==> src/rtl/fracn_dsm_pkg.sv <==
package fracn_dsm_pkg;

  localparam int CORR_W = 4;

  typedef enum logic [1:0] {
    ORD_INT = 2'd0,
    ORD_1   = 2'd1,
    ORD_2   = 2'd2,
    ORD_3   = 2'd3
  } dsm_order_e;

  // Combines the stage carries into the MASH 1-1-1 correction.
  function automatic logic signed [CORR_W-1:0] mash_corr(
    input dsm_order_e ord,
    input logic c1,
    input logic c2,
    input logic c2_d1,
    input logic c3,
    input logic c3_d1,
    input logic c3_d2
  );
    logic signed [CORR_W-1:0] t1, t2, t3;
    t1 = $signed({3'b000, c1});
    t2 = $signed({3'b000, c2}) - $signed({3'b000, c2_d1});
    t3 = $signed({3'b000, c3}) - $signed({2'b00, c3_d1, 1'b0}) + $signed({3'b000, c3_d2});
    case (ord)
      ORD_INT: mash_corr = '0;
      ORD_1:   mash_corr = t1;
      ORD_2:   mash_corr = t1 + t2;
      default: mash_corr = t1 + t2 + t3;
    endcase
  endfunction

endpackage

==> src/rtl/fracn_dsm_setmux.sv <==
module fracn_dsm_setmux #(
  parameter int NINT_W = 16,
  parameter int ACC_W  = 24,
  parameter int LO_W   = 16
) (
  input  logic                    sel_i,
  input  logic [NINT_W-1:0]       a_nint_i,
  input  logic [ACC_W-LO_W-1:0]   a_num_hi_i,
  input  logic [LO_W-1:0]         a_num_lo_i,
  input  logic [ACC_W-LO_W-1:0]   a_den_hi_i,
  input  logic [LO_W-1:0]         a_den_lo_i,
  input  logic [1:0]              a_order_i,
  input  logic [NINT_W-1:0]       b_nint_i,
  input  logic [ACC_W-LO_W-1:0]   b_num_hi_i,
  input  logic [LO_W-1:0]         b_num_lo_i,
  input  logic [ACC_W-LO_W-1:0]   b_den_hi_i,
  input  logic [LO_W-1:0]         b_den_lo_i,
  input  logic [1:0]              b_order_i,
  output logic [NINT_W-1:0]       nint_o,
  output logic [ACC_W-1:0]        num_o,
  output logic [ACC_W:0]          mod_o,
  output logic [1:0]              order_o
);

  localparam int NSETS = 2;

  logic [NSETS-1:0][NINT_W-1:0] nint_s;
  logic [NSETS-1:0][ACC_W-1:0]  num_s;
  logic [NSETS-1:0][ACC_W-1:0]  den_s;
  logic [NSETS-1:0][1:0]        ord_s;
  logic [ACC_W-1:0]             den_sel;

  assign nint_s[0] = a_nint_i;
  assign nint_s[1] = b_nint_i;
  assign num_s[0]  = {a_num_hi_i, a_num_lo_i};
  assign num_s[1]  = {b_num_hi_i, b_num_lo_i};
  assign den_s[0]  = {a_den_hi_i, a_den_lo_i};
  assign den_s[1]  = {b_den_hi_i, b_den_lo_i};
  assign ord_s[0]  = a_order_i;
  assign ord_s[1]  = b_order_i;

  assign nint_o  = nint_s[sel_i];
  assign num_o   = num_s[sel_i];
  assign den_sel = den_s[sel_i];
  assign order_o = ord_s[sel_i];

  // A zero denominator stands for the full power-of-two modulus.
  assign mod_o = (den_sel == '0) ? {1'b1, {ACC_W{1'b0}}} : {1'b0, den_sel};

endmodule

==> src/rtl/fracn_dsm_stage.sv <==
module fracn_dsm_stage #(
  parameter int ACC_W = 24
) (
  input  logic             clk,
  input  logic             clr,
  input  logic [ACC_W:0]   mod_i,
  input  logic [ACC_W:0]   addend_i,
  output logic             carry_o,
  output logic [ACC_W-1:0] acc_nxt_o,
  output logic [ACC_W-1:0] acc_q_o
);

  logic [ACC_W:0] sum;
  logic [ACC_W:0] wrapped;

  assign sum     = {1'b0, acc_q_o} + addend_i;
  assign carry_o = (sum >= mod_i);
  assign wrapped = carry_o ? (sum - mod_i) : sum;
  assign acc_nxt_o = wrapped[ACC_W-1:0];

  always_ff @(posedge clk) begin
    if (clr) acc_q_o <= '0;
    else     acc_q_o <= acc_nxt_o;
  end

endmodule

==> src/rtl/fracn_dsm_lfsr.sv <==
module fracn_dsm_lfsr #(
  parameter int W   = 23,
  parameter int TAP = 18
) (
  input  logic clk,
  input  logic rst,
  output logic bit_o
);

  logic [W-1:0] q;
  logic         fb;

  assign fb    = q[W-1] ^ q[TAP-1];
  assign bit_o = q[0];

  always_ff @(posedge clk) begin
    if (rst) q <= {{(W-1){1'b0}}, 1'b1};
    else     q <= {q[W-2:0], fb};
  end

endmodule

==> src/rtl/fracn_dsm.sv <==
module fracn_dsm
  import fracn_dsm_pkg::*;
#(
  parameter int NINT_W   = 16,
  parameter int ACC_W    = 24,
  parameter int LO_W     = 16,
  parameter int LFSR_W   = 23,
  parameter int LFSR_TAP = 18
) (
  input  logic                       clk,
  input  logic                       rst,
  input  logic                       sel_i,
  input  logic                       dither_en_i,
  input  logic [NINT_W-1:0]          a_nint_i,
  input  logic [ACC_W-LO_W-1:0]      a_num_hi_i,
  input  logic [LO_W-1:0]            a_num_lo_i,
  input  logic [ACC_W-LO_W-1:0]      a_den_hi_i,
  input  logic [LO_W-1:0]            a_den_lo_i,
  input  logic [1:0]                 a_order_i,
  input  logic [NINT_W-1:0]          b_nint_i,
  input  logic [ACC_W-LO_W-1:0]      b_num_hi_i,
  input  logic [LO_W-1:0]            b_num_lo_i,
  input  logic [ACC_W-LO_W-1:0]      b_den_hi_i,
  input  logic [LO_W-1:0]            b_den_lo_i,
  input  logic [1:0]                 b_order_i,
  output logic signed [NINT_W+1:0]   div_o,
  output logic signed [CORR_W-1:0]   corr_o
);

  localparam int STAGES = 3;
  localparam int DIV_W  = NINT_W + 2;

  // Active setting after the select mux.
  logic [NINT_W-1:0] act_nint;
  logic [ACC_W-1:0]  act_num;
  logic [ACC_W:0]    act_mod;
  logic [1:0]        act_order;

  // Named internal events for the checker.
  logic sel_q;
  logic sw_evt;
  logic clr;
  logic dith_bit;
  logic lfsr_bit;

  logic [STAGES-1:0][ACC_W:0]   addend;
  logic [STAGES-1:0][ACC_W-1:0] acc_nxt;
  logic [STAGES-1:0][ACC_W-1:0] acc_q;
  logic [STAGES-1:0]            carry;

  logic c2_d1, c3_d1, c3_d2;
  logic signed [CORR_W-1:0] corr_now;
  logic signed [DIV_W-1:0]  div_now;

  fracn_dsm_setmux #(.NINT_W(NINT_W), .ACC_W(ACC_W), .LO_W(LO_W)) u_mux (
    .sel_i      (sel_i),
    .a_nint_i   (a_nint_i),
    .a_num_hi_i (a_num_hi_i),
    .a_num_lo_i (a_num_lo_i),
    .a_den_hi_i (a_den_hi_i),
    .a_den_lo_i (a_den_lo_i),
    .a_order_i  (a_order_i),
    .b_nint_i   (b_nint_i),
    .b_num_hi_i (b_num_hi_i),
    .b_num_lo_i (b_num_lo_i),
    .b_den_hi_i (b_den_hi_i),
    .b_den_lo_i (b_den_lo_i),
    .b_order_i  (b_order_i),
    .nint_o     (act_nint),
    .num_o      (act_num),
    .mod_o      (act_mod),
    .order_o    (act_order)
  );

  fracn_dsm_lfsr #(.W(LFSR_W), .TAP(LFSR_TAP)) u_lfsr (
    .clk   (clk),
    .rst   (rst),
    .bit_o (lfsr_bit)
  );

  assign sw_evt   = (sel_i != sel_q);
  assign clr      = rst | sw_evt;
  assign dith_bit = dither_en_i & lfsr_bit;

  assign addend[0] = {1'b0, act_num} + {{ACC_W{1'b0}}, dith_bit};

  for (genvar k = 0; k < STAGES; k++) begin : g_stage
    if (k > 0) begin : g_feed
      assign addend[k] = {1'b0, acc_nxt[k-1]};
    end
    fracn_dsm_stage #(.ACC_W(ACC_W)) u_stage (
      .clk       (clk),
      .clr       (clr),
      .mod_i     (act_mod),
      .addend_i  (addend[k]),
      .carry_o   (carry[k]),
      .acc_nxt_o (acc_nxt[k]),
      .acc_q_o   (acc_q[k])
    );
  end

  assign corr_now = mash_corr(dsm_order_e'(act_order), carry[0], carry[1], c2_d1,
                              carry[2], c3_d1, c3_d2);
  assign div_now  = $signed({2'b00, act_nint}) +
                    $signed({{(DIV_W-CORR_W){corr_now[CORR_W-1]}}, corr_now});

  always_ff @(posedge clk) begin
    if (rst) begin
      sel_q  <= sel_i;
      c2_d1  <= 1'b0;
      c3_d1  <= 1'b0;
      c3_d2  <= 1'b0;
      corr_o <= '0;
      div_o  <= '0;
    end else if (sw_evt) begin
      sel_q  <= sel_i;
      c2_d1  <= 1'b0;
      c3_d1  <= 1'b0;
      c3_d2  <= 1'b0;
      corr_o <= '0;
      div_o  <= $signed({2'b00, act_nint});
    end else begin
      c2_d1  <= carry[1];
      c3_d1  <= carry[2];
      c3_d2  <= c3_d1;
      corr_o <= corr_now;
      div_o  <= div_now;
    end
  end

endmodule

==> config.mk <==
export PLATFORM = sky130hd
export DESIGN_NAME = fracn_dsm
export DESIGN_NICKNAME = d
export VERILOG_FILES = /design/src/rtl/fracn_dsm_pkg.sv /design/src/rtl/fracn_dsm_setmux.sv /design/src/rtl/fracn_dsm_stage.sv /design/src/rtl/fracn_dsm_lfsr.sv /design/src/rtl/fracn_dsm.sv
export SDC_FILE = /design/constraint.sdc
export NUM_CORES = 1
export LEC_CHECK = 0
export BUFFER_PORTS_ARGS = -buffer_cell sky130_fd_sc_hd__buf_2
export CAP_MARGIN = 30
export CORE_MARGIN = 4
export CORE_UTILIZATION = 55
export CTS_BUF_LIST = sky130_fd_sc_hd__clkbuf_8
export DETAILED_ROUTE_END_ITERATION = 7
export PLACE_DENSITY = 0.76
export RECOVER_POWER = 100
export SLEW_MARGIN = 5
export SYNTH_ARGS = -nofsm -noshare
export SYNTH_HDL_FRONTEND = slang
export SYNTH_SLANG_ARGS = --single-unit
==> constraint.sdc <==
create_clock -name clk -period 51.4 [get_ports clk]
set_input_delay 10.28 -clock clk [delete_from_list [all_inputs] [get_ports clk]]
set_output_delay 10.28 -clock clk [all_outputs]
set_load 0.01 [all_outputs]
==> results of run 1 <==
==> cell usage in the layout (no fill, tap or decap), types with 11 or more instances in the layout <==
master    instances
or3_1            11
xor2_1           38
inv_1            62
buf_2           133
buf_4            21
clkbuf_1         31
dfxtp_1         120
and2_0           18
nand4_1          17
nand2b_1         12
mux2_2           44
nor2b_1          47
nand2_1         102
o21bai_1         19
a211oi_1         25
o21a_1           27
a21oi_1         144
and2_1           29
nor3_1           30
ha_1            160
a31oi_1          22
nor2_1          130
o21ai_0          74
mux2_1           24
mux2i_1          45
nand3_1          31
clkbuf_8         17
and3_1           17
a21o_1           63
xnor2_1          92
==> critical path: cells and delay by family <==
kind | cells | cell delay [ns]
mux | 4 | 1.58
buf+inv | 11 | 8.91
xor+xnor | 2 | 0.46
compound gates | 26 | 7.86
simple gates | 16 | 2.91
fa+ha+maj | 8 | 3.07
==> state kept, by name, summed over array words and instances, names as in the netlist <==
signal and flops:
c2_d1 1, c3_d1 1, c3_d2 1, corr_o 4, div_o 18, g_stage.u_stage.acc_q_o 72
sel_q 1, u_lfsr.q 23
==> logic make-up after synthesis <==
family	synth area share, %
AOI/OAI and AO/OA	24.62
and+or+nand+nor	18.19
adders and majority gates	17.11
xor gates and xnor gates	8.720
DFF	18.63
muxes	9.486
buffers and inverters	3.248
==> final cells by class <==
cell class | instances | share of cell area, %
Sequential cell | 121 | 16.67
Clock inverter | 15 | 1.209
Inverter | 62 | 1.595
Multi-Input combinational cell | 1379 | 69.74
Tap cell | 319 | 2.736
Timing Repair Buffer | 185 | 6.441
Clock buffer | 17 | 1.604
==> metrics by stage <==
| step | worst slack (ns) | utilization (%) | std cells | hold slack, ns | instance area (µm²) |
|---|---|---|---|---|---|
| finish | 16.64 | 62.34 | 2098 | 0.4361 | 14590 |
| global route | 14.59 | 62.34 | 2098 | 0.4601 | 14590 |
| CTS | 23.57 | 62.68 | 2097 | 0.4453 | 14670 |
| detailed placement | 23.15 | 60.93 | 2065 | 0.4264 | 14260 |
| global placement | 23.52 | 60.93 | 2065 | 0.4204 | 14260 |
| floorplan | 23.86 | - | 1607 | 0.4138 | 13060 |
==> layer usage <==
layer	up-vias	global-route usage, %	wire, µm
li1	6232	-	-
met1	5750	39.09	17120
met2	441	44.03	16480
met3	60	3.654	2725
met4	0	8.420	1032
met5	-	0	0
==> how the worst max path moves through the flow <==
stage / from / endpoint / cells after the start
after CTS: sel_i / div_o[16]$_SDFF_PP0_ / 65
final: sel_i / div_o[16]$_SDFF_PP0_ / 67
after floorplan: sel_i / div_o[16]$_SDFF_PP0_ / 78
after detailed placement: sel_i / div_o[16]$_SDFF_PP0_ / 65
after global routing: sel_i / div_o[16]$_SDFF_PP0_ / 69
after global placement: sel_i / div_o[16]$_SDFF_PP0_ / 65
==> qor.yml, run 1 <==
vias: 12483
h-tree-depth: 4
first_pass_iters: 5
synthDistinctLibCells: 88
n_antenna_cell: 0
clk_latency_ns: 0.46
rows: 56
cts_resized: 0
grt_max_degree: 68
fillers: 2143
drt-total-wl_um: 37360
synth_top_area_share_pct: 18.40
dp_hpwl_um: 29760
timing.slew.headroom_pct: -136.2
die_x_um: 162.1
cp_slowest_cell: "clkbuf_1"
multi_input_area_um2: 10170
clock_tree.buffer_depth: 2
whs_endpoint: "u_lfsr.q[17]$_SDFF_PP0_"
cts_setup_buffers: 0
synthArstFlopShare_pct: 0
worstHoldStart: "u_lfsr.q[16]$_SDFF_PP0_"
yosysMostFrequentCell: "ha_1"
num_io_pins: 158
synth_edf_count: 1
port_buffers: 157
grt_usage_pct: 27.64
root_buffer: "clkbuf_8"
period_needed_ns: 34.76
endpoint_kind: "flip-flop"
viasPerCell: 5.950
grt_pass1_wl_um: 59280
finalSetupTns_ns: 0
min_period_over_period_pct: 67.64
ff2ff_setup_slack_ns: 29.22
max_stage_delay_ns: 2.53
synth_seq_cells: 121
synth_flop_cell: "dfxtp_1"
critPathArrivalTime_ns: 35.11
status: "complete, but fails checks"
die_area_um2: 26270
cts_tree: "yes"
seq_area_um2: 2432
reg2reg_from: "u_lfsr.q[0]$_SDFF_PP1_"
syn2layout_area_growth_pct: 11.73
cp-start-kind: "input pin"
synth_seq_area_share_pct: 18.63
cts_sinks: 121
antenna_found_initial: 1
finalHoldViolCount: 0
worst_r2r_path_depth: 66
postRouteAntennaNets: 0
path_clk_slew_ns: 0.10
yosys-top-cells-area: "dfxtp_1, ha_1, xnor2_1"
drt_iter0_drc: 1128
syn_nets: 1913
skew_ns: 0.02335
grt_pass1_vias: 11639
wl_per_cell_um: 17.81
die_h_um: 162.1
required_ns: 51.75
synth_top_cell_by_area: "dfxtp_1"
grt_setup_unrepaired: "no"
path_class: "input pin to flip-flop"
finalSetupViolations: 0
tightestPinTransition_ns: 3.542
hold_path_class: "flip-flop to flip-flop"
syn-mean-instance-area_um2: 8.125
place_congestion: 0.9992
overflow: 0
r2r_end: "div_o[16]$_SDFF_PP0_"
hold_depth: 1
core_area_um2: 23400
nets: 2072
drv_slew: 140
max_cap_violations: 3
synth_common_cells: "ha_1, a21oi_1, nor2_1"
violations: "max-capacitance violations, max-slew violations"
fmax_mhz: 28.76
drc: 0
path_max_fanout: 59
initial_core_util_pct: 55.80
synthCells: 1607
cts_hold_buf: 0
cts-buffers-inserted: 17
ys_warn_count: 0
syn_area_um2: 13060
drive_above_1_share_pct: 14.73
Power of run 1 is left out: the tool's default activity adds up to more than one toggle a clock period on the data nets, which glitch-free logic cannot reach.
==> run 2, diff against run 1 <==
PLACE_DENSITY = 0.79   (was 0.76)
clock period = 31.9 ns   (was 51.4 ns; I/O delays follow)
==> run 2 against run 1 <==
Effect of this change:
- first-iteration DRC count is 11% lower
- critical path type unchanged
- worst setup slack worse by 12 ns
- the flow still finishes with violations (max-capacitance violations, max-slew violations)
- sequential cell count unchanged
==> qor.yml, run 2 (same netlist as run 1, synthesis figures left out) <==
critPathArrivalTime_ns: 27.39
final_common_cell: "ha_1"
rows: 56
syn2layout_area_growth_pct: 10.89
reg_top3: "g_stage.u_stage.acc_q_o (72), u_lfsr.q (23), div_o (18)"
path_max_fanout: 64
cp_slowest_cell: "clkbuf_1"
required_ns: 32.27
drt-total-wl_um: 35990
fillers: 2093
min_period_over_period_pct: 84.71
period_needed_ns: 27.02
dp_hpwl_um: 28640
fin_hold_ws_ns: 0.4281
top_layer_used: "met4"
h-tree-depth: 4
num_io_pins: 158
finalSetupViolations: 0
drc: 0
first_pass_iters: 6
endpoint_kind: "flip-flop"
initial_core_util_pct: 55.80
max_cap_violations: 4
wl_met3_um: 2298
place_congestion: 0.9866
grt_pass1_wl_um: 56750
finalSetupTns_ns: 0
drive_above_1_share_pct: 14.37
core_area_um2: 23400
cts-buffers-inserted: 17
cts_hold_buf: 0
multi_input_area_um2: 10180
cp-start-kind: "input pin"
skew_ns: 0.03274
viasPerCell: 6.005
cts_resized: 0
violations: "max-capacitance violations, max-slew violations"
layout_common_cells: "ha_1, a21oi_1, buf_2"
antenna_found_initial: 0
route.met2.wl_um: 16090
final_util_pct: 61.87
drv_slew: 199
seq_area_um2: 2432
cts_sinks: 121
cts_tree: "yes"
path_clk_slew_ns: 0.11
die_h_um: 162.1
grt_max_degree: 76
tightestPinTransition_ns: 3.704
die_x_um: 162.1
grt_usage_pct: 26.33
n_antenna_cell: 0
die_area_um2: 26270
status: "complete, but fails checks"
wl_met1_um: 16480
clock_tree.buffer_depth: 2
fmax_mhz: 37.01
cts_setup_buffers: 0
nets: 2054
overflow: 0
clk_latency_ns: 0.49
path_class: "input pin to flip-flop"
wl_per_cell_um: 17.30
timing.slew.headroom_pct: -146.9
grt_setup_unrepaired: "no"
drt_iter0_drc: 1002
port_buffers: 157
root_buffer: "clkbuf_8"
hold_path_class: "flip-flop to flip-flop"
grt_pass1_vias: 11590
postRouteAntennaNets: 0
finalHoldViolCount: 0
largest_reg_flops: 72
crit_top_cell: "ha_1"
vias: 12491
largest-register: "g_stage.u_stage.acc_q_o"
max_stage_delay_ns: 2.61
## run 2: cell count changes in the layout (fill, tap and decap cells not counted), sizes merged
cell	previous run	this run
buf	154	141
bufinv	1	2
clkbuf	48	43
clkinv	4	3
## run 2: critical path: cells and delay by family
family          cells  cell delay [ns]
xor+xnor            2             0.41
fa+ha+maj          10             3.64
compound gates     30             8.23
simple gates       15             2.80
mux                 3             1.05
buf+inv            10             4.70
## run 2: area by class of cell
type | count | share of cell area (%)
clock buffer | 17 | 1.616
clock inverter | 15 | 1.218
inverter | 62 | 1.607
multi-input combinational | 1379 | 70.33
sequential | 121 | 16.80
tap | 319 | 2.757
timing repair buffer | 167 | 5.669
## run 2: layer usage
layer | GRT usage (%) | vias up
li1 | - | 6181
met3 | 3.552 | 78
met4 | 9.919 | 0
met1 | 35.83 | 5769
met5 | 0 | -
met2 | 42.68 | 463
## run 2: worst paths after layout
path	startpoint	slack [ns]	to	cells past startpoint
setup reg to reg	u_lfsr.q[0]$_SDFF_PP1_	13.58	div_o[14]$_SDFF_PP0_	68
setup / recovery	sel_i	4.88	div_o[14]$_SDFF_PP0_	70
hold / removal	u_lfsr.q[11]$_SDFF_PP0_	0.43	u_lfsr.q[12]$_SDFF_PP0_	1
hold reg to reg	u_lfsr.q[11]$_SDFF_PP0_	0.43	u_lfsr.q[12]$_SDFF_PP0_	1
## run 2: per-stage QoR
step                      std cells  cell area (µm²)  setup slack (ns)
final                          2080            14480             4.879
after detailed placement       2046            14120             7.259
after floorplan                1607            13060             8.264
after CTS                      2078            14530             7.722
after global placement         2046            14120             7.927
after global routing           2080            14480             3.297
Power of run 2 is left out for the same reason.
==> run 3, diff against run 2 <==
PLACE_DENSITY = 0.76   (was 0.79)
clock period = 27.5 ns   (was 31.9 ns; I/O delays follow)
==> run 3 against run 2 <==
Effect of this change:
- the flow still finishes with violations (max-capacitance violations, max-slew violations)
- sequential share of layout area fell by 0.18 points
- sequential cell count unchanged
- global-route usage is 1.5 points higher
- non-clock buffer count increased by 18
- clock-buffer cell count stayed put
- largest cell class unchanged
==> qor.yml, run 3 (same netlist as run 1, synthesis figures left out) <==
numPlacedInstances: 2065
cts_resized: 0
place_area_um2: 14260
fmax_mhz: 40.79
finalHoldViolCount: 0
rows: 56
finalSetupTns_ns: 0
cts_hold_buf: 0
core_area_um2: 23400
drc: 0
syn2layout_area_growth_pct: 12.07
first_pass_iters: 6
hold_path_class: "flip-flop to flip-flop"
root_buffer: "clkbuf_8"
num_io_pins: 158
final_util_pct: 62.53
max_cap_violations: 2
min_period_over_period_pct: 89.16
layout_common_cells: "ha_1, a21oi_1, buf_2"
grt_setup_unrepaired: "no"
cp_slowest_cell: "clkbuf_1"
n_antenna_cell: 0
cts_setup_buffers: 0
grt_pass1_wl_um: 59480
path_max_fanout: 60
cts-buffers-inserted: 17
fillers: 2163
die_h_um: 162.1
clk_latency_ns: 0.48
required_ns: 27.88
skew_ns: 0.02187
antenna_found_initial: 1
endpoint_kind: "flip-flop"
initial_core_util_pct: 55.80
reg_top3: "g_stage.u_stage.acc_q_o (72), u_lfsr.q (23), div_o (18)"
finalSetupViolations: 0
overflow: 0
cp-start-kind: "input pin"
largest-register: "g_stage.u_stage.acc_q_o"
stdcell_count: 2098
final_common_cell: "ha_1"
h-tree-depth: 4
port_buffers: 157
vias: 12500
cts_sinks: 121
timing.slew.headroom_pct: -30.58
drive_above_1_share_pct: 15.29
period_needed_ns: 24.52
grt_max_degree: 68
path_clk_slew_ns: 0.11
drt-total-wl_um: 37320
grt_usage_pct: 27.82
status: "complete, but fails checks"
clock_tree.buffer_depth: 2
wl_per_cell_um: 17.79
grt_pass1_vias: 11839
drv_slew: 80
stdcell_area_um2: 14630
path_class: "input pin to flip-flop"
viasPerCell: 5.958
die_x_um: 162.1
largest_reg_flops: 72
drt_iter0_drc: 994
nets: 2072
cts_tree: "yes"
tightestPinTransition_ns: 1.959
postRouteAntennaNets: 0
place_congestion: 1.001
max_stage_delay_ns: 0.94
dp_hpwl_um: 29660
violations: "max-capacitance violations, max-slew violations"
crit_top_cell: "ha_1"
die_area_um2: 26270
critPathArrivalTime_ns: 24.90
run 3: worst max-delay path: cells and delay by family:
| kind | cells | cell delay [ns] |
|---|---|---|
| AND/OR/NAND/NOR | 16 | 3.46 |
| buffers and inverters | 9 | 3.97 |
| XOR/XNOR | 2 | 0.44 |
| AO/OA/AOI/OAI | 28 | 7.27 |
| adder cells (fa/ha/maj) | 8 | 2.92 |
| multiplexers | 3 | 1.23 |
run 3: area by class of cell:
type	count	area (µm²)	share of cell area [%]
Multi-Input combinational cell	1379	10180	69.57
Clock buffer	17	234.0	1.599
Inverter	62	232.7	1.590
Timing Repair Buffer	185	978.4	6.686
Sequential cell	121	2432	16.62
Clock inverter	15	176.4	1.206
Tap cell	319	399.1	2.727
run 3: worst paths after layout:
| kind | endpoint | depth (start not counted) | start | slack [ns] |
|---|---|---|---|---|
| max | div_o[15]$_SDFF_PP0_ | 66 | sel_i | 2.98 |
| min | u_lfsr.q[15]$_SDFF_PP0_ | 1 | u_lfsr.q[14]$_SDFF_PP0_ | 0.44 |
| max reg2reg | div_o[15]$_SDFF_PP0_ | 65 | u_lfsr.q[0]$_SDFF_PP1_ | 8.17 |
| min reg2reg | u_lfsr.q[15]$_SDFF_PP0_ | 1 | u_lfsr.q[14]$_SDFF_PP0_ | 0.44 |
run 3: through the flow:
step | hold WS (ns) | setup WS, ns
after floorplan | 0.4138 | 4.744
after global placement | 0.4204 | 4.430
after detailed placement | 0.4245 | 3.887
after CTS | 0.4388 | 4.242
after global routing | 0.4517 | 1.531
final | 0.4430 | 2.982
run 3: routing by layer:
layer	share of wire [%]	global-route usage, %
met1	45	38.77
met4	3.4	10.19
met5	0	0
met3	7.5	4.035
met2	44	43.91
Power of run 3 is left out for the same reason.
